===== src/rtl/lcdt_pkg.sv =====
package lcdt_pkg;

    localparam int FIELD_W = 16;
    localparam int WORD_W  = 2 * FIELD_W;
    localparam int CNT_W   = FIELD_W + 3;

    // true lengths of the four regions of one axis
    typedef struct packed {
        logic [CNT_W-1:0] sync_len;
        logic [CNT_W-1:0] back_len;
        logic [CNT_W-1:0] act_len;
        logic [CNT_W-1:0] front_len;
    } span_t;

    typedef struct packed {
        span_t h;
        span_t v;
        logic  h_low;
        logic  v_low;
    } timing_t;

    typedef enum logic {SC_IDLE, SC_RUN} scan_state_t;

    function automatic logic [CNT_W-1:0] as_count(input logic [FIELD_W-1:0] f);
        return CNT_W'(f);
    endfunction

    function automatic logic [CNT_W-1:0] plus_one(input logic [FIELD_W-1:0] f);
        return CNT_W'(f) + CNT_W'(1);
    endfunction

    function automatic logic [CNT_W-1:0] span_total(input span_t s);
        return s.sync_len + s.back_len + s.act_len + s.front_len;
    endfunction

    function automatic timing_t decode_words(
        input logic [WORD_W-1:0] w_sync,
        input logic [WORD_W-1:0] w_vpor,
        input logic [WORD_W-1:0] w_hpor,
        input logic [WORD_W-1:0] w_act,
        input logic              h_low,
        input logic              v_low
    );
        timing_t t;
        t.h.sync_len  = plus_one(w_sync[FIELD_W-1:0]);
        t.v.sync_len  = plus_one(w_sync[WORD_W-1:FIELD_W]);
        t.v.front_len = plus_one(w_vpor[FIELD_W-1:0]);
        t.v.back_len  = as_count(w_vpor[WORD_W-1:FIELD_W]);
        t.h.front_len = plus_one(w_hpor[FIELD_W-1:0]);
        t.h.back_len  = plus_one(w_hpor[WORD_W-1:FIELD_W]);
        t.h.act_len   = plus_one(w_act[FIELD_W-1:0]);
        t.v.act_len   = plus_one(w_act[WORD_W-1:FIELD_W]);
        t.h_low       = h_low;
        t.v_low       = v_low;
        return t;
    endfunction

endpackage


===== src/rtl/lcdt_cfg_latch.sv =====
module lcdt_cfg_latch
    import lcdt_pkg::*;
(
    input  logic              clk,
    input  logic              load,
    input  logic [WORD_W-1:0] w_sync,
    input  logic [WORD_W-1:0] w_vpor,
    input  logic [WORD_W-1:0] w_hpor,
    input  logic [WORD_W-1:0] w_act,
    input  logic              h_low,
    input  logic              v_low,
    output timing_t           cfg_q
);

    // data register: loaded during reset, idle and at every frame wrap
    always_ff @(posedge clk) begin
        if (load) begin
            cfg_q <= decode_words(w_sync, w_vpor, w_hpor, w_act, h_low, v_low);
        end
    end

endmodule


===== src/rtl/lcdt_scan.sv =====
module lcdt_scan
    import lcdt_pkg::*;
(
    input  logic             clk,
    input  logic             rst,
    input  logic             run,
    input  logic [CNT_W-1:0] h_total,
    input  logic [CNT_W-1:0] v_total,
    output logic             running,
    output logic             line_end,
    output logic             frame_wrap,
    output logic [CNT_W-1:0] hpos,
    output logic [CNT_W-1:0] vpos
);

    scan_state_t st;
    logic        v_last;

    assign running    = (st == SC_RUN);
    assign line_end   = running && (hpos == h_total - CNT_W'(1));
    assign v_last     = (vpos == v_total - CNT_W'(1));
    assign frame_wrap = line_end && v_last;

    always_ff @(posedge clk) begin
        if (rst) begin
            st   <= SC_IDLE;
            hpos <= '0;
            vpos <= '0;
        end else begin
            case (st)
                SC_IDLE: begin
                    if (run) st <= SC_RUN;
                end
                default: begin
                    if (line_end) begin
                        hpos <= '0;
                        if (v_last) begin
                            vpos <= '0;
                            if (!run) st <= SC_IDLE;
                        end else begin
                            vpos <= vpos + CNT_W'(1);
                        end
                    end else begin
                        hpos <= hpos + CNT_W'(1);
                    end
                end
            endcase
        end
    end

    p_idle_at_origin_r9: assert property (@(posedge clk) disable iff (rst)
        !running |-> (hpos == '0 && vpos == '0));

    p_pixel_step_r2: assert property (@(posedge clk) disable iff (rst)
        (running && !line_end) |=> (hpos == $past(hpos) + CNT_W'(1)));

    p_line_restart_r2: assert property (@(posedge clk) disable iff (rst)
        line_end |=> (hpos == '0));

    p_stop_at_wrap_r9: assert property (@(posedge clk) disable iff (rst)
        (frame_wrap && !run) |=> !running);

endmodule


===== src/rtl/lcdt_axis.sv =====
module lcdt_axis
    import lcdt_pkg::*;
(
    input  logic [CNT_W-1:0]   pos,
    input  span_t              sp,
    output logic               in_sync,
    output logic               in_act,
    output logic               last_act,
    output logic [FIELD_W-1:0] offset
);

    logic [CNT_W-1:0] act_start;
    logic [CNT_W-1:0] act_stop;

    assign act_start = sp.sync_len + sp.back_len;
    assign act_stop  = act_start + sp.act_len;

    always_comb begin
        in_sync  = (pos < sp.sync_len);
        in_act   = (pos >= act_start) && (pos < act_stop);
        last_act = (pos == act_stop - CNT_W'(1));
        offset   = in_act ? FIELD_W'(pos - act_start) : '0;
    end

endmodule


===== src/rtl/lcd_timing_gen.sv =====
module lcd_timing_gen
    import lcdt_pkg::*;
(
    input  logic               clk,
    input  logic               rst,
    input  logic               run,
    input  logic [WORD_W-1:0]  cfg_sync_word,
    input  logic [WORD_W-1:0]  cfg_vporch_word,
    input  logic [WORD_W-1:0]  cfg_hporch_word,
    input  logic [WORD_W-1:0]  cfg_active_word,
    input  logic               hsync_low,
    input  logic               vsync_low,
    output logic               hsync,
    output logic               vsync,
    output logic               de,
    output logic [FIELD_W-1:0] pix_x,
    output logic [FIELD_W-1:0] pix_y,
    output logic               frame_done
);

    localparam int N_AXES = 2;   // index 0 horizontal, 1 vertical

    timing_t          cfg_q;
    logic             load;
    logic             running;
    logic             line_end;
    logic             frame_wrap;
    logic [CNT_W-1:0] hpos, vpos;

    logic [CNT_W-1:0]   ax_pos   [N_AXES];
    span_t              ax_span  [N_AXES];
    logic               ax_sync  [N_AXES];
    logic               ax_act   [N_AXES];
    logic               ax_last  [N_AXES];
    logic [FIELD_W-1:0] ax_off   [N_AXES];

    assign load = rst || !running || frame_wrap;

    lcdt_cfg_latch u_cfg (
        .clk    (clk),
        .load   (load),
        .w_sync (cfg_sync_word),
        .w_vpor (cfg_vporch_word),
        .w_hpor (cfg_hporch_word),
        .w_act  (cfg_active_word),
        .h_low  (hsync_low),
        .v_low  (vsync_low),
        .cfg_q  (cfg_q)
    );

    lcdt_scan u_scan (
        .clk        (clk),
        .rst        (rst),
        .run        (run),
        .h_total    (span_total(cfg_q.h)),
        .v_total    (span_total(cfg_q.v)),
        .running    (running),
        .line_end   (line_end),
        .frame_wrap (frame_wrap),
        .hpos       (hpos),
        .vpos       (vpos)
    );

    assign ax_pos[0]  = hpos;
    assign ax_pos[1]  = vpos;
    assign ax_span[0] = cfg_q.h;
    assign ax_span[1] = cfg_q.v;

    for (genvar a = 0; a < N_AXES; a++) begin : g_axis
        lcdt_axis u_axis (
            .pos      (ax_pos[a]),
            .sp       (ax_span[a]),
            .in_sync  (ax_sync[a]),
            .in_act   (ax_act[a]),
            .last_act (ax_last[a]),
            .offset   (ax_off[a])
        );
    end

    always_comb begin
        de         = running && ax_act[0] && ax_act[1];
        hsync      = (running && ax_sync[0]) ^ cfg_q.h_low;
        vsync      = (running && ax_sync[1]) ^ cfg_q.v_low;
        pix_x      = de ? ax_off[0] : '0;
        pix_y      = de ? ax_off[1] : '0;
        frame_done = line_end && ax_last[1];
    end

    p_de_needs_scan_r5: assert property (@(posedge clk) disable iff (rst)
        de |-> running);

    p_cfg_frozen_r7: assert property (@(posedge clk) disable iff (rst)
        (running && $past(running) && !$past(frame_wrap)) |-> $stable(cfg_q));

    p_done_single_r8: assert property (@(posedge clk) disable iff (rst)
        frame_done |=> (!frame_done && !de));

    p_idle_quiet_r9: assert property (@(posedge clk) disable iff (rst)
        !running |-> (!de && !frame_done && pix_x == '0 && pix_y == '0));

endmodule


===== config.mk =====
export PLATFORM = sky130hd
export DESIGN_NAME = lcd_timing_gen
export DESIGN_NICKNAME = d
export VERILOG_FILES = /design/src/rtl/lcdt_pkg.sv /design/src/rtl/lcdt_cfg_latch.sv /design/src/rtl/lcdt_scan.sv /design/src/rtl/lcdt_axis.sv /design/src/rtl/lcd_timing_gen.sv
export SDC_FILE = /design/constraint.sdc
export NUM_CORES = 1
export LEC_CHECK = 0
export BUFFER_PORTS_ARGS = -buffer_cell sky130_fd_sc_hd__buf_2
export CORE_MARGIN = 4
export CORE_UTILIZATION = 55
export DETAILED_ROUTE_END_ITERATION = 10
export PLACE_DENSITY_LB_ADDON = 0.12
export SLEW_MARGIN = 20
export SYNTH_ARGS = -nofsm -noshare
export SYNTH_HDL_FRONTEND = slang
export SYNTH_SLANG_ARGS = --single-unit

===== constraint.sdc =====
create_clock -name clk -period 13.5 [get_ports clk]
set_clock_uncertainty 0.2 [all_clocks]
set_input_delay 2.025 -clock clk [delete_from_list [all_inputs] [get_ports clk]]
set_output_delay 2.025 -clock clk [all_outputs]
set_load 0.02 [all_outputs]

==> flow_metrics.py, run 1 <==
metrics = {
    "grt": {
        "globalRouteOverflowTotal": 0,
        "grt_pass1_wl_um": 71430,
        "grt_max_degree": 72,
        "first_global_vias": 14241,
        "antenna_found_initial": 1,
        "grt.total_usage_pct": 24.82,
    },
    "placement": {
        "placed_cell_area_mm2": 0.01913,
        "io_buffers": 168,
        "gp_congestion": 0.9394,
        "pre_cts_ws_ns": 3.204,
        "place_hpwl_um": 36840,
    },
    "timing": {
        "final.min_clock_period_ns": 10.47,
        "finalWorstSetupSlack_ns": 3.032,
        "fin_tns_setup_ns": 0,
        "relSlewSlack_pct": 29.01,
        "post-route-period-util_pct": 77.54,
        "tightest_slew_ns": 1.065,
        "fmax_ghz": 0.09553,
        "whs_ns": 0.4560,
        "setup_viol": 0,
        "rsz0062_at_grt": "no",
        "slew_violations": 0,
        "hold_viol_final": 0,
    },
    "critical_path": {
        "cp_slowest_cell": "or4b_1",
        "arrival_ns": 8.24,
        "crit_path_max_fanout": 10,
        "critical-path-max-stage-delay_ns": 0.51,
        "critPathLaunchType": "register",
        "critPathKind": "reg2out",
        "cp-end-kind": "output port",
        "worstPathRequired_ns": 11.27,
    },
    "die": {
        "pin_count": 169,
        "std_cell_rows": 65,
        "fp.dieH_um": 188.2,
        "die_w_um": 188.2,
        "core_mm2": 0.03180,
        "die-area_mm2": 0.03542,
        "initial_core_util_pct": 56.16,
    },
    "yosys": {
        "ys_warn_count": 0,
        "syn_area_per_cell_um2": 8.754,
        "ys_seq_area_share_pct": 27.41,
        "synthCells": 2040,
        "syn_area_mm2": 0.01786,
        "synthFlopType": "edfxtp_1",
        "yosysUniqueCellTypes": 92,
        "synth_nets": 2415,
        "synthArstFlopShare_pct": 0,
        "synth-seq-cells": 176,
        "synth_edf_count": 137,
    },
    "pwr": {
        "p_per_area_mw_per_mm2": 190.8,
        "vdd_ir_drop_max_uv": 104.9,
        "p_leak_nw": 8.902,
    },
    "run": {
        "drv_cap": 0,
    },
    "clock_network": {
        "cts_tree": "done",
        "htree_levels": 4,
        "insertion_delay_ns": 0.45,
        "clkTransAtPathRegs_ns": 0.08,
        "cts_resized": 0,
        "numCtsBuffers": 17,
        "root_buffer": "clkbuf_16",
        "clock_sinks": 176,
        "hold_buffers": 0,
        "cts_setup_buffers": 0,
        "clockBufferDepth": 2,
    },
    "routing": {
        "drt_iter0_drc": 1098,
        "wirelength_um": 45270,
        "num_vias": 15350,
        "postRouteAntennaNets": 0,
        "drcViolationCount": 0,
        "firstDrtPassIters": 5,
        "vias_per_cell": 5.806,
        "wl_per_cell_um": 17.12,
    },
    "final_layout": {
        "syn2layout_area_growth_pct": 10.42,
        "finalNetCount": 2570,
        "layout_common_cells": "234 x ha_1, 209 x inv_1, 189 x xnor2_1, 168 x buf_2, 139 x nor2_1",
        "mostFrequentLayoutCell": "ha_1",
        "final_layout_size_suffix_gt1_share_pct": 11.73,
        "fin_util_pct": 62.01,
        "design_area_mm2": 0.01972,
    },
    "hold_path": {
        "min_path_type": "reg2reg",
    },
    "status": {
        "outcome": "complete, no violations",
    },
}
-- layout make-up --
cell class	instances	area, µm²
multi-input cells	1615	12010
clock buffers	21	491.7
repair buffers	176	900.9
diodes	1	2.502
inverters	209	784.5
well taps	435	544.3
clock inverters	11	93.84
fillers	2739	12080
flip-flops and latches	176	4895
-- path summary, 6_finish.rpt --
kind	start	to	slack, ns	cells past startpoint
worst max-delay path	u_cfg.cfg_q[135]$_DFFE_PP_	frame_done	3.03	33
worst min-delay path	u_scan.running$_SDFF_PP0_	u_scan.hpos[1]$_SDFFE_PP0P_	0.46	3
worst max register to register	u_cfg.cfg_q[135]$_DFFE_PP_	u_cfg.cfg_q[121]$_DFFE_PP_	3.17	33
worst min register to register	u_scan.running$_SDFF_PP0_	u_scan.hpos[1]$_SDFFE_PP0P_	0.46	3
-- flip-flops by register name, indices dropped and copies added (netlist names) --
| register | flops |
|---|---|
| u_scan.hpos | 19 |
| u_scan.vpos | 19 |
| u_scan.running | 1 |
| u_cfg.cfg_q | 137 |
-- critical path: cells and delay by family (launching register included) --
kind	cells	cell delay, ns
buffers and inverters	3	0.36
AND/OR/NAND/NOR	10	2.07
XOR/XNOR	2	0.47
adder cells (fa/ha/maj)	5	1.38
flip-flops	1	0.40
AO/OA/AOI/OAI	13	3.07
-- kinds of logic after synthesis --
logic type / after synthesis / share of synthesized area (%)
adder cells (fa/ha/maj): 244 / 17.40
multiplexers: 5 / 0.2873
AND/OR/NAND/NOR: 667 / 19.62
buffers and inverters: 249 / 5.409
XOR/XNOR: 298 / 14.90
flip-flops: 176 / 27.41
AO/OA/AOI/OAI: 401 / 14.97
-- cell usage after synthesis (54+ instances only) --
cell type	instances	area [µm²]
ha_1	234	2928
inv_1	209	784.5
xnor2_1	189	1655
nor2_1	139	521.8
edfxtp_1	137	4114
nand2_1	117	439.2
a21oi_1	107	535.5
xor2_1	104	910.9
nand3_1	99	495.5
o21ai_0	65	325.3
a21o_1	57	427.9
nand4_1	54	337.8
-- routing by layer --
metal  global-route usage [%]  part of all wire, %  vias up  wire, µm
li1                         -                    -     7627         -
met1                    36.44                   48     7148     21920
met2                    38.22                   43      510     19270
met3                    3.483                  6.5       65      2965
met4                    7.284                  2.5        0      1126
met5                        0                    0        -         0
-- power breakdown --
group | total [W] | internal, W | switching [W] | leakage (nW)
Clock | 0.000502 | 0.000266 | 0.000236 | 0.290
Combinational | 0.00262 | 0.00106 | 0.00156 | 6.88
Sequential | 0.000638 | 0.000622 | 0.0000154 | 1.74
Total | 0.00376 | 0.00195 | 0.00181 | 8.90
-- per-stage QoR --
step | instances | total power, W
2_1_floorplan | 2040 | 0.002644
3_3_place_gp | 2611 | 0.003178
3_5_place_dp | 2611 | 0.003205
4_1_cts | 2643 | 0.003726
5_1_grt | 2644 | 0.004055
6_report | 2644 | 0.003763
(Power assumes the default switching activity.)
==> inputs of run 2 (changes only) <==
--- a/config.mk
+++ b/config.mk
@@ -5,6 +5,7 @@
 export SDC_FILE = /design/constraint.sdc
 export NUM_CORES = 1
 export LEC_CHECK = 0
+export ABC_AREA = 1
 export BUFFER_PORTS_ARGS = -buffer_cell sky130_fd_sc_hd__buf_2
 export CORE_MARGIN = 4
 export CORE_UTILIZATION = 55
==> constraint.sdc (replaced) <==
create_clock -name clk -period 10.83 [get_ports clk]
set_clock_uncertainty 0.2 [all_clocks]
set_input_delay 1.6245 -clock clk [delete_from_list [all_inputs] [get_ports clk]]
set_output_delay 1.6245 -clock clk [all_outputs]
set_load 0.02 [all_outputs]
==> flow_metrics.py, run 2 <==
metrics = {
    "status": {
        "outcome": "complete, no violations",
    },
    "critical_path": {
        "worstPathRequired_ns": 9.01,
        "critPathKind": "reg2out",
        "critPathMostFrequentCell": "nand2_1",
        "arrival_ns": 6.94,
        "critPathLaunchType": "register",
        "cp-startpoint": "u_cfg.cfg_q[59]$_DFFE_PP_",
        "cp-end-kind": "output port",
        "r2r-start": "u_cfg.cfg_q[59]$_DFFE_PP_",
        "crit_end": "pix_x[10]",
        "reg2reg_depth": 35,
        "reg2reg_setup_slack_ns": 2.72,
        "critical-path-max-stage-delay_ns": 0.75,
        "crit_path_max_fanout": 33,
        "cp_slowest_cell": "nand3_2",
        "r2r-end": "u_cfg.cfg_q[142]$_DFFE_PP_",
    },
    "final_layout": {
        "top_register": "u_cfg.cfg_q",
        "layout_common_cells": "662 x nand2_1, 463 x inv_1, 234 x ha_1, 221 x nor2_1, 204 x nand3_1",
        "final_layout_size_suffix_gt1_share_pct": 9.294,
        "seq_area_mm2": 0.004895,
        "nFillCells": 3154,
        "design_area_mm2": 0.02087,
        "reg_top3": "u_cfg.cfg_q: 137 flops, u_scan.hpos: 19 flops, u_scan.vpos: 19 flops",
        "multi_input_area_mm2": 0.01216,
        "antennaDiodeCount": 0,
        "mostFrequentLayoutCell": "nand2_1",
        "finalNetCount": 3224,
        "syn2layout_area_growth_pct": 10.34,
        "largest_reg_flops": 137,
    },
    "yosys": {
        "synth_area_leader_cell": "edfxtp_1",
        "ys_warn_count": 0,
        "yosys-top-cells-area": "edfxtp_1 22%, ha_1 15%, nand2_1 13%",
        "ys_seq_area_share_pct": 25.88,
        "synthTopCellsByCount": "663 x nand2_1, 463 x inv_1, 234 x ha_1",
        "yosysUniqueCellTypes": 54,
        "yosysMostFrequentCell": "nand2_1",
        "synthArstFlopShare_pct": 0,
        "synthCells": 2672,
        "synth_nets": 3047,
        "syn_area_per_cell_um2": 7.079,
        "synth-seq-cells": 176,
        "syn_area_mm2": 0.01892,
        "yosys.area.top_type_share_pct": 21.75,
        "synth_edf_count": 137,
        "synthFlopType": "edfxtp_1",
    },
    "die": {
        "die-area_mm2": 0.03742,
        "initial_core_util_pct": 56.13,
        "die_w_um": 193.5,
        "pin_count": 169,
        "fp.dieH_um": 193.5,
        "core_mm2": 0.03370,
        "std_cell_rows": 67,
    },
    "grt": {
        "antenna_found_initial": 0,
        "grt_pass1_wl_um": 81480,
        "grt.total_usage_pct": 26.28,
        "grt_max_degree": 54,
        "grtUsageMet3_pct": 3.166,
        "use_met1_pct": 31.09,
        "first_global_vias": 17002,
        "globalRouteOverflowTotal": 0,
        "use_met2_pct": 48.30,
        "grt-busiest-layer": "met2",
    },
    "clock_network": {
        "hold_buffers": 0,
        "cts_setup_buffers": 0,
        "numCtsBuffers": 17,
        "cts_resized": 0,
        "root_buffer": "clkbuf_16",
        "insertion_delay_ns": 0.47,
        "cts_tree": "done",
        "clkTransAtPathRegs_ns": 0.07,
        "clockBufferDepth": 2,
        "htree_levels": 4,
        "clock_sinks": 176,
    },
    "pwr": {
        "p_per_area_mw_per_mm2": 253.7,
        "p_leak_nw": 10.92,
        "vdd_ir_drop_max_uv": 210.9,
    },
    "placement": {
        "place_hpwl_um": 42230,
        "io_buffers": 168,
        "placed_cell_area_mm2": 0.02024,
        "gp_congestion": 1.008,
    },
    "timing": {
        "slew_violations": 0,
        "hold_viol_final": 0,
        "post-route-period-util_pct": 80.90,
        "rsz0062_at_grt": "no",
        "setup_viol": 0,
        "fin_tns_setup_ns": 0,
        "final.min_clock_period_ns": 8.762,
        "whs_ns": 0.4174,
        "relSlewSlack_pct": 36.01,
        "fmax_ghz": 0.1141,
        "tightest_slew_ns": 0.9588,
    },
    "routing": {
        "postRouteAntennaNets": 0,
        "wirelength_um": 50570,
        "num_vias": 17549,
        "wl_per_cell_um": 15.28,
        "firstDrtPassIters": 5,
        "drt_iter0_drc": 999,
        "drcViolationCount": 0,
        "vias_per_cell": 5.302,
    },
    "hold_path": {
        "min_path_type": "reg2reg",
    },
    "run": {
        "drv_cap": 0,
    },
}
==> run 2: how the worst min path moves through the flow <==
stage / startpoint / endpoint / slack (ns) / depth (start not counted)
final: u_scan.vpos[18]$_SDFFE_PP0P_ / u_scan.vpos[18]$_SDFFE_PP0P_ / 0.42 / 3
after global placement: u_scan.vpos[18]$_SDFFE_PP0P_ / u_scan.vpos[18]$_SDFFE_PP0P_ / 0.41 / 3
after floorplan: u_scan.hpos[1]$_SDFFE_PP0P_ / u_scan.hpos[1]$_SDFFE_PP0P_ / 0.31 / 2
after detailed placement: u_scan.vpos[18]$_SDFFE_PP0P_ / u_scan.vpos[18]$_SDFFE_PP0P_ / 0.40 / 3
after global routing: u_scan.vpos[18]$_SDFFE_PP0P_ / u_scan.vpos[18]$_SDFFE_PP0P_ / 0.47 / 3
after CTS: u_scan.vpos[18]$_SDFFE_PP0P_ / u_scan.vpos[18]$_SDFFE_PP0P_ / 0.42 / 3
==> run 2: area by class of cell <==
cell class	count	share of cell area [%]
clock buffers	18	2.056
clock inverters	14	0.9592
inverters	466	8.393
multi-input cells	2015	58.25
flip-flops and latches	176	23.45
well taps	448	2.686
repair buffers	173	4.208
==> run 2: critical path: cells and delay by family, from the launching register on <==
kind,cells,cell delay [ns]
xor gates and xnor gates,1,0.26
AOI/OAI and AO/OA,8,1.63
buffers and inverters,4,0.47
DFF,1,0.35
and+or+nand+nor,14,2.48
adders and majority gates,4,1.27
==> run 2: cells by family (layout without fill, tap and decap cells) <==
logic type,after synthesis,in the layout,share of synthesized area (%)
compound gates,260,260,7.673
xor+xnor,224,224,10.41
fa+ha+maj,242,242,16.32
buf+inv,481,671,9.895
flops,176,176,25.88
simple gates,1289,1289,29.82
==> run 2: layer usage <==
| layer | share of wire [%] | up-vias |
|---|---|---|
| met4 | 3.8 | 0 |
| met3 | 4.1 | 111 |
| met5 | 0 | - |
| li1 | - | 9079 |
| met1 | 42 | 7919 |
| met2 | 50 | 440 |
==> run 2: where the power goes <==
part           leakage [nW]  internal, W  switching, W  total, W
combinational          8.94      0.00133       0.00245   0.00378
sequential             1.68     0.000794     0.0000270  0.000821
clock                 0.305     0.000391      0.000305  0.000696
==> run 2: per-stage QoR <==
step | total power [W] | setup WS [ns] | util [%] | cells
after floorplan | 0.003755 | 2.162 | - | 2672
after global placement | 0.004519 | 2.939 | 60.07 | 3278
after detailed placement | 0.004578 | 2.645 | 60.07 | 3278
after CTS | 0.005292 | 2.083 | 61.93 | 3310
after global routing | 0.005905 | 1.380 | 61.93 | 3310
final | 0.005296 | 2.068 | 61.93 | 3310
